==> config.mk <==
export PLATFORM = sky130hd
export DESIGN_NAME = pair_serializer
export DESIGN_NICKNAME = d
export VERILOG_FILES = /design/src/rtl/pser_pkg.sv /design/src/rtl/pser_phase.sv /design/src/rtl/pser_hold.sv /design/src/rtl/pser_seq.sv /design/src/rtl/pser_lanes.sv /design/src/rtl/pair_serializer.sv
export SDC_FILE = /design/constraint.sdc
export NUM_CORES = 1
export LEC_CHECK = 0
export ABC_AREA = 1
export BUFFER_PORTS_ARGS = -buffer_cell sky130_fd_sc_hd__buf_4
export CAP_MARGIN = 10
export CORE_MARGIN = 4
export CORE_UTILIZATION = 35
export CTS_CLUSTER_DIAMETER = 150
export DETAILED_ROUTE_END_ITERATION = 16
export PLACE_DENSITY = 0.54
export SLEW_MARGIN = 25
export SYNTH_ARGS = -nofsm -noshare
export SYNTH_HDL_FRONTEND = slang
export SYNTH_SLANG_ARGS = --single-unit
export TNS_END_PERCENT = 10
==> constraint.sdc <==
create_clock -name clk_i -period 1.3 [get_ports clk_i]
set_input_delay 0.065 -clock clk_i [delete_from_list [all_inputs] [get_ports clk_i]]
set_output_delay 0.065 -clock clk_i [all_outputs]
set_load 0.005 [all_outputs]
==> src/rtl/pser_pkg.sv <==
package pser_pkg;
  typedef enum logic {
    EDGE_SINGLE = 1'b0,
    EDGE_DOUBLE = 1'b1
  } edge_mode_e;
endpackage

==> src/rtl/pser_phase.sv <==
module pser_phase
  import pser_pkg::*;
(
  input  logic       clk_i,
  input  logic       rst_ni,
  input  edge_mode_e mode_run_i,
  input  edge_mode_e mode_new_i,
  output logic       phase_o,
  output logic       run_tick_o,
  output logic       start_ok_o
);
  logic phase_q;

  always_ff @(posedge clk_i or negedge rst_ni) begin
    if (!rst_ni) phase_q <= 1'b0;
    else         phase_q <= ~phase_q;
  end

  // single-edge slots advance only on the edge that raises the master clock
  assign run_tick_o = (mode_run_i == EDGE_DOUBLE) || !phase_q;
  assign start_ok_o = (mode_new_i == EDGE_DOUBLE) || !phase_q;
  assign phase_o    = phase_q;

  AST_PHASE_TOGGLE: assert property (@(posedge clk_i) disable iff (!rst_ni)
    1'b1 |=> (phase_q != $past(phase_q)));
endmodule

==> src/rtl/pser_hold.sv <==
module pser_hold #(
  parameter int WORD_W = 16
) (
  input  logic              clk_i,
  input  logic              rst_ni,
  input  logic              load_i,
  input  logic [WORD_W-1:0] word_i,
  input  logic              take_i,
  output logic              pend_v_o,
  output logic [WORD_W-1:0] pend_o
);
  always_ff @(posedge clk_i or negedge rst_ni) begin
    if (!rst_ni) begin
      pend_v_o <= 1'b0;
      pend_o   <= '0;
    end else if (load_i) begin
      // a newer load always wins over a held word
      pend_v_o <= 1'b1;
      pend_o   <= word_i;
    end else if (take_i) begin
      pend_v_o <= 1'b0;
    end
  end

  AST_HOLD_KEEP: assert property (@(posedge clk_i) disable iff (!rst_ni)
    (pend_v_o && !load_i && !take_i) |=> (pend_v_o && $stable(pend_o)));
  AST_LOAD_REPLACE: assert property (@(posedge clk_i) disable iff (!rst_ni)
    load_i |=> (pend_v_o && pend_o == $past(word_i)));
endmodule

==> src/rtl/pser_seq.sv <==
module pser_seq
  import pser_pkg::*;
#(
  parameter int WORD_W = 16,
  localparam int SLOTS  = WORD_W / 2,
  localparam int SLOT_W = (SLOTS > 1) ? $clog2(SLOTS) : 1
) (
  input  logic              clk_i,
  input  logic              rst_ni,
  input  logic              run_tick_i,
  input  logic              start_ok_i,
  input  logic              pend_v_i,
  input  logic [WORD_W-1:0] pend_i,
  input  edge_mode_e        mode_new_i,
  output logic              take_o,
  output logic              active_o,
  output logic [SLOT_W-1:0] slot_o,
  output logic [WORD_W-1:0] word_o,
  output edge_mode_e        mode_o
);
  localparam logic [SLOT_W-1:0] LastSlot = SLOT_W'(SLOTS - 1);

  logic last_slot, boundary;

  assign last_slot = (slot_o == LastSlot);
  assign boundary  = !active_o || (run_tick_i && last_slot);
  assign take_o    = boundary && pend_v_i && start_ok_i;

  always_ff @(posedge clk_i or negedge rst_ni) begin
    if (!rst_ni) begin
      active_o <= 1'b0;
      slot_o   <= '0;
      word_o   <= '0;
      mode_o   <= EDGE_SINGLE;
    end else if (take_o) begin
      active_o <= 1'b1;
      slot_o   <= '0;
      word_o   <= pend_i;
      mode_o   <= mode_new_i;
    end else if (active_o && run_tick_i) begin
      if (last_slot) begin
        active_o <= 1'b0;
        slot_o   <= '0;
      end else begin
        slot_o   <= slot_o + 1'b1;
      end
    end
  end

  AST_SLOT_STEP: assert property (@(posedge clk_i) disable iff (!rst_ni)
    (active_o && run_tick_i && !last_slot) |=> (slot_o == SLOT_W'($past(slot_o) + 1'b1)));
  AST_SLOT_WAIT: assert property (@(posedge clk_i) disable iff (!rst_ni)
    (active_o && !run_tick_i) |=> $stable(slot_o));
  AST_WORD_FROZEN: assert property (@(posedge clk_i) disable iff (!rst_ni)
    (active_o && !(run_tick_i && last_slot)) |=> $stable(word_o));
  AST_MODE_FROZEN: assert property (@(posedge clk_i) disable iff (!rst_ni)
    (active_o && !(run_tick_i && last_slot)) |=> $stable(mode_o));
  AST_IDLE_AT_ZERO: assert property (@(posedge clk_i) disable iff (!rst_ni)
    !active_o |-> (slot_o == '0));
endmodule

==> src/rtl/pser_lanes.sv <==
module pser_lanes #(
  parameter int WORD_W = 16,
  localparam int SLOTS  = WORD_W / 2,
  localparam int SLOT_W = (SLOTS > 1) ? $clog2(SLOTS) : 1
) (
  input  logic              active_i,
  input  logic [SLOT_W-1:0] slot_i,
  input  logic [WORD_W-1:0] word_i,
  output logic              lane_odd_o,
  output logic              lane_even_o,
  output logic              mark_o
);
  logic [1:0] pair_tab [SLOTS];

  // slot k holds the pair k steps below the top
  for (genvar k = 0; k < SLOTS; k++) begin : g_pair
    assign pair_tab[k] = word_i[WORD_W-1-2*k -: 2];
  end

  logic [1:0] cur_pair;
  assign cur_pair    = pair_tab[slot_i];
  assign lane_odd_o  = active_i & cur_pair[1];
  assign lane_even_o = active_i & cur_pair[0];
  assign mark_o      = active_i && (slot_i == '0);

  always_comb begin
    AST_IDLE_QUIET: assert (active_i || !(lane_odd_o || lane_even_o || mark_o));
  end
endmodule

==> src/rtl/pair_serializer.sv <==
module pair_serializer
  import pser_pkg::*;
#(
  parameter int WORD_W = 16,
  localparam int SLOTS  = WORD_W / 2,
  localparam int SLOT_W = (SLOTS > 1) ? $clog2(SLOTS) : 1
) (
  input  logic              clk_i,
  input  logic              rst_ni,
  input  logic              load_i,
  input  logic [WORD_W-1:0] word_i,
  input  logic              mode_i,
  output logic              lane_odd_o,
  output logic              lane_even_o,
  output logic              word_start_o,
  output logic              mclk_o
);
  edge_mode_e        mode_new, mode_run;
  logic              run_tick, start_ok, take;
  logic              pend_v, active;
  logic [WORD_W-1:0] pend_word, cur_word;
  logic [SLOT_W-1:0] slot;

  assign mode_new = edge_mode_e'(mode_i);

  pser_phase u_phase (
    .clk_i      (clk_i),
    .rst_ni     (rst_ni),
    .mode_run_i (mode_run),
    .mode_new_i (mode_new),
    .phase_o    (mclk_o),
    .run_tick_o (run_tick),
    .start_ok_o (start_ok)
  );

  pser_hold #(.WORD_W(WORD_W)) u_hold (
    .clk_i    (clk_i),
    .rst_ni   (rst_ni),
    .load_i   (load_i),
    .word_i   (word_i),
    .take_i   (take),
    .pend_v_o (pend_v),
    .pend_o   (pend_word)
  );

  pser_seq #(.WORD_W(WORD_W)) u_seq (
    .clk_i      (clk_i),
    .rst_ni     (rst_ni),
    .run_tick_i (run_tick),
    .start_ok_i (start_ok),
    .pend_v_i   (pend_v),
    .pend_i     (pend_word),
    .mode_new_i (mode_new),
    .take_o     (take),
    .active_o   (active),
    .slot_o     (slot),
    .word_o     (cur_word),
    .mode_o     (mode_run)
  );

  pser_lanes #(.WORD_W(WORD_W)) u_lanes (
    .active_i    (active),
    .slot_i      (slot),
    .word_i      (cur_word),
    .lane_odd_o  (lane_odd_o),
    .lane_even_o (lane_even_o),
    .mark_o      (word_start_o)
  );

  AST_MARK_ON_RISE: assert property (@(posedge clk_i) disable iff (!rst_ni)
    (mode_run == EDGE_SINGLE && $rose(word_start_o)) |-> mclk_o);
  AST_SINGLE_LOW_HOLD: assert property (@(posedge clk_i) disable iff (!rst_ni)
    (active && mode_run == EDGE_SINGLE && !mclk_o) |-> $stable({lane_odd_o, lane_even_o}));
  AST_DOUBLE_STEP: assert property (@(posedge clk_i) disable iff (!rst_ni)
    (active && mode_run == EDGE_DOUBLE && slot != SLOT_W'(SLOTS - 1)) |=> (active && slot != $past(slot)));
endmodule

==> report_table.html <==
<table>
<tr><th>Metric</th><th>Value</th></tr>
<tr><th colspan="2">Routing</th></tr>
<tr><td>Uppermost metal layer occupied by signal nets</td><td>met4</td></tr>
<tr><td>DRC Markers</td><td>0</td></tr>
<tr><td>Via-per-instance ratio</td><td>4.38</td></tr>
<tr><td>Total routed wire length on the met1 layer</td><td>1.87 mm</td></tr>
<tr><td>Via count</td><td>1,578</td></tr>
<tr><td>Met3 wire length</td><td>141 um</td></tr>
<tr><td>DRC marker count from the first detailed-route iteration</td><td>43</td></tr>
<tr><td>Post-route antenna net violation count</td><td>0</td></tr>
<tr><td>Total detailed-routing wirelength</td><td>4.10 mm</td></tr>
<tr><td>Post-detailed-route wirelength per cell</td><td>11.4 um</td></tr>
<tr><td>Initial DRT Pass Iterations</td><td>4</td></tr>
<tr><td>Met2 wire len</td><td>2.01 mm</td></tr>
<tr><th colspan="2">Clock network</th></tr>
<tr><td>Htree depth</td><td>2</td></tr>
<tr><td>CTS tree</td><td>done</td></tr>
<tr><td>Root buffer cell</td><td>clkbuf_8</td></tr>
<tr><td>Number of buffers created by CTS</td><td>5</td></tr>
<tr><td>Later-pin clock latency in the skew report</td><td>0.28 ns</td></tr>
<tr><td>CTS sink count</td><td>39</td></tr>
<tr><td>Clock-pin slew on the worst setup and hold paths</td><td>0.07 ns</td></tr>
<tr><td>Max Root-Sink Buffers</td><td>2</td></tr>
<tr><th colspan="2">GRT</th></tr>
<tr><td>Number of antenna violations at the first check in global routing</td><td>0</td></tr>
<tr><td>Pin count of the biggest net entering global routing</td><td>40</td></tr>
<tr><td>Total global routing track utilization</td><td>0.132</td></tr>
<tr><td>Global-route congestion overflow total</td><td>0</td></tr>
<tr><td>Vias in the first global route</td><td>1,493</td></tr>
<tr><td>Wire length of the first global-routing pass</td><td>6.71 mm</td></tr>
<tr><th colspan="2">Synthesis</th></tr>
<tr><td>Synth Warn #</td><td>0</td></tr>
<tr><td>Netlist area before placement</td><td>1840 um2</td></tr>
<tr><td>Avg Inst Size Synth</td><td>7.76 um2</td></tr>
<tr><td>Number of different library cells in the post-synthesis netlist</td><td>17</td></tr>
<tr><td>Number of synthesized register bits</td><td>39</td></tr>
<tr><td>Top area cells in the synthesized netlist</td><td>dfrtp_1 53%, nand2_1 24%, nand3_1 7.3%</td></tr>
<tr><td>Top cell type by total area after synthesis</td><td>dfrtp_1</td></tr>
<tr><td>Sequential fraction of the synthesis area</td><td>0.531</td></tr>
<tr><td>Post-Synthesis Cells</td><td>237</td></tr>
<tr><td>Total nets after synthesis</td><td>260</td></tr>
<tr><td>Share of the synthesized area in the top cell type</td><td>0.531</td></tr>
<tr><th colspan="2">Setup path</th></tr>
<tr><td>Maximum fanout along the worst path</td><td>4</td></tr>
<tr><td>Number of cells on the worst reg-to-reg path</td><td>8</td></tr>
<tr><td>Critical Setup Path Class</td><td>register to output pin</td></tr>
<tr><td>Data required time at the worst endpoint</td><td>1.24 ns</td></tr>
<tr><td>Data arrival time at the worst-slack endpoint</td><td>1.37 ns</td></tr>
<tr><td>Nature of the critical path startpoint</td><td>register</td></tr>
<tr><td>Endpoint class of the critical path</td><td>output pin</td></tr>
<tr><th colspan="2">Finish</th></tr>
<tr><td>Antenna cell count</td><td>0</td></tr>
<tr><td>Total non-filler cell area in the finished layout</td><td>2660 um2</td></tr>
<tr><td>Ratio of cells with drive above 1 in the final layout</td><td>0.300</td></tr>
<tr><td>Layout Nets</td><td>314</td></tr>
<tr><td>Utilization of the core after routing</td><td>0.520</td></tr>
<tr><td>Layout Area Growth over Synthesis</td><td>44.4%</td></tr>
<tr><th colspan="2">Outcome</th></tr>
<tr><td>Failing checks</td><td>setup timing</td></tr>
<tr><td>Outcome</td><td>finished, violations left</td></tr>
<tr><th colspan="2">Power and ir drop</th></tr>
<tr><td>Max IR drop VDD</td><td>0.752 mV</td></tr>
<tr><td>Power density over cell area</td><td>1740 nW/um2</td></tr>
<tr><td>Design Power</td><td>0.00463 W</td></tr>
<tr><td>Static Leak</td><td>1.40 nW</td></tr>
<tr><th colspan="2">STA</th></tr>
<tr><td>Fin. max-slew vios</td><td>0</td></tr>
<tr><td>Maximum clock skew at final layout</td><td>0.00565 ns</td></tr>
<tr><td>Relative slew slack</td><td>0.682</td></tr>
<tr><td>Tcrit/Tclk final</td><td>1.10</td></tr>
<tr><td>Actual slew at the worst max-slew pin</td><td>0.478 ns</td></tr>
<tr><td>Clock period minus final worst setup slack</td><td>1.43 ns</td></tr>
<tr><td>Number of failing setup endpoints in the final timing report</td><td>24</td></tr>
<tr><td>Setup repair after global routing missed its margin</td><td>yes</td></tr>
<tr><td>Minimum setup slack in the final design</td><td>-0.130 ns</td></tr>
<tr><td>Achievable clock frequency</td><td>0.699 GHz</td></tr>
<tr><td>Hold Vio Cnt, Final</td><td>0</td></tr>
<tr><th colspan="2">Floorplan</th></tr>
<tr><td>Site row count</td><td>26</td></tr>
<tr><td>Die outline width</td><td>80.5 um</td></tr>
<tr><td>Initial Utilization</td><td>0.360</td></tr>
<tr><td>Die footprint</td><td>6480 um2</td></tr>
<tr><td>I/O pin cnt</td><td>24</td></tr>
<tr><td>Area of the placeable core</td><td>5110 um2</td></tr>
<tr><td>Chip Height</td><td>80.5 um</td></tr>
<tr><th colspan="2">Hold path</th></tr>
<tr><td>Type of the tightest min-delay check</td><td>input port to register</td></tr>
<tr><td>Hold path depth</td><td>3</td></tr>
<tr><th colspan="2">Placement</th></tr>
<tr><td>Final HPWL from detailed placement</td><td>2.49 mm</td></tr>
<tr><td>Final estimated routing congestion in global placement</td><td>0.794</td></tr>
<tr><td>Worst setup slack after placement</td><td>-0.0248 ns</td></tr>
<tr><td>Count of input and output buffers</td><td>23</td></tr>
<tr><td>Placed cell area</td><td>2150 um2</td></tr>
<tr><th colspan="2">Run</th></tr>
<tr><td>Total of max-cap violations</td><td>0</td></tr>
</table>
[critical path: stages, from the launching register on]
cell      delay [ns]
dfrtp_2         0.43
clkinv_2        0.08
buf_4           0.13
ha_2            0.16
nor3b_2         0.14
buf_4           0.14
[final cells by class]
class,instances,area [um2]
well taps,70,87.6
fillers,507,2450
clock buffers,6,72.6
repair buffers,56,533
flip-flops and latches,39,978
multi-input cells,162,880
inverters,27,105
[per-stage QoR]
step,setup TNS (ns),instances,hold WS (ns)
after global routing,-3.74,360,0.0333
after detailed placement,-0.122,331,0.0621
after floorplan,0,237,-0.231
after CTS,-2.53,356,0.0314
final,-2.42,360,0.0401
after global placement,0,331,0.0648
[sequential cells by signal (all words and copies together), names as in the netlist]
name             cells
u_hold.pend_o       16
u_hold.pend_v_o      1
u_seq.mode_o         1
u_seq.active_o       1
u_phase.phase_o      1
u_seq.word_o        16
u_seq.slot_o         3
[layout by cell type (no fill, tap or decap), types with 2 or more instances in the layout]
| cell | n |
|---|---|
| nor2_1 | 3 |
| clkbuf_16 | 2 |
| nand3_1 | 8 |
| nand2_8 | 2 |
| nand2_2 | 9 |
| inv_2 | 2 |
| dfrtp_2 | 2 |
| clkbuf_8 | 5 |
| dfrtp_1 | 37 |
| nand2_1 | 112 |
| nand3_2 | 19 |
| ha_4 | 2 |
| dlygate4sd3_1 | 17 |
| buf_4 | 30 |
| buf_6 | 6 |
| inv_1 | 22 |
[per-layer routing]
layer  GRT usage  vias up
met2       0.213       26
met3      0.0269        6
li1            -      825
met4      0.0456        0
met1       0.176      721
met5           0        -
[report_power, final]
part	total (W)	switching [W]	leakage, nW	internal [W]
logic	0.00212	0.00110	0.888	0.00102
clock network	0.000716	0.000359	0.0371	0.000357
registers	0.00179	0.000243	0.472	0.00155
total	0.00463	0.00170	1.40	0.00293
[path summary, 6_finish.rpt]
kind	startpoint	end	slack [ns]
max in group asynchronous	rst_ni	u_seq.active_o$_DFFE_PN0P_	0.66
worst max-delay path	u_seq.slot_o[0]$_DFFE_PN0P_	word_start_o	-0.13
worst max register to register	u_seq.slot_o[1]$_DFFE_PN0P_	u_seq.word_o[0]$_DFFE_PN0P_	-0.12
worst min-delay path	mode_i	u_seq.mode_o$_DFFE_PN0P_	0.04
min in group asynchronous	rst_ni	u_seq.word_o[10]$_DFFE_PN0P_	0.28
worst min register to register	u_seq.word_o[6]$_DFFE_PN0P_	u_seq.word_o[6]$_DFFE_PN0P_	0.48
[kinds of logic (layout without fill, tap and decap cells)]
group / Yosys count / count (layout) / synth area share
compound gates: 3 / 3 / 0.0143
fa+ha+maj: 3 / 3 / 0.0204
buf+inv: 36 / 89 / 0.0878
flops: 39 / 39 / 0.531
simple gates: 156 / 156 / 0.347
[timing repair]
| item | 4_1_cts | 5_1_grt |
|---|---|---|
| gates resized for setup | 9 | 34 |
| setup endpoints to repair | 22 | 25 |
| pin swaps | 1 | 18 |
| gates cloned | 0 | 3 |
| endpoints found under the hold margin | 55 | 0 |
| setup buffers | 2 | 1 |
| hold buffers | 17 | 0 |
[synth_stat cells]
| cell | instances |
|---|---|
| o21ai_4 | 1 |
| inv_2 | 2 |
| buf_4 | 1 |
| nand2_1 | 120 |
| buf_2 | 6 |
| nor3b_1 | 1 |
| dfrtp_1 | 39 |
| nand3_1 | 27 |
| buf_6 | 2 |
| ha_1 | 3 |
| nor2_1 | 4 |
| o21ai_0 | 1 |
| nand2_4 | 1 |
| inv_1 | 23 |
| nand2_2 | 3 |
| clkinv_1 | 2 |
| a21oi_1 | 1 |
No activity file was read; power rests on OpenSTA's default activity.
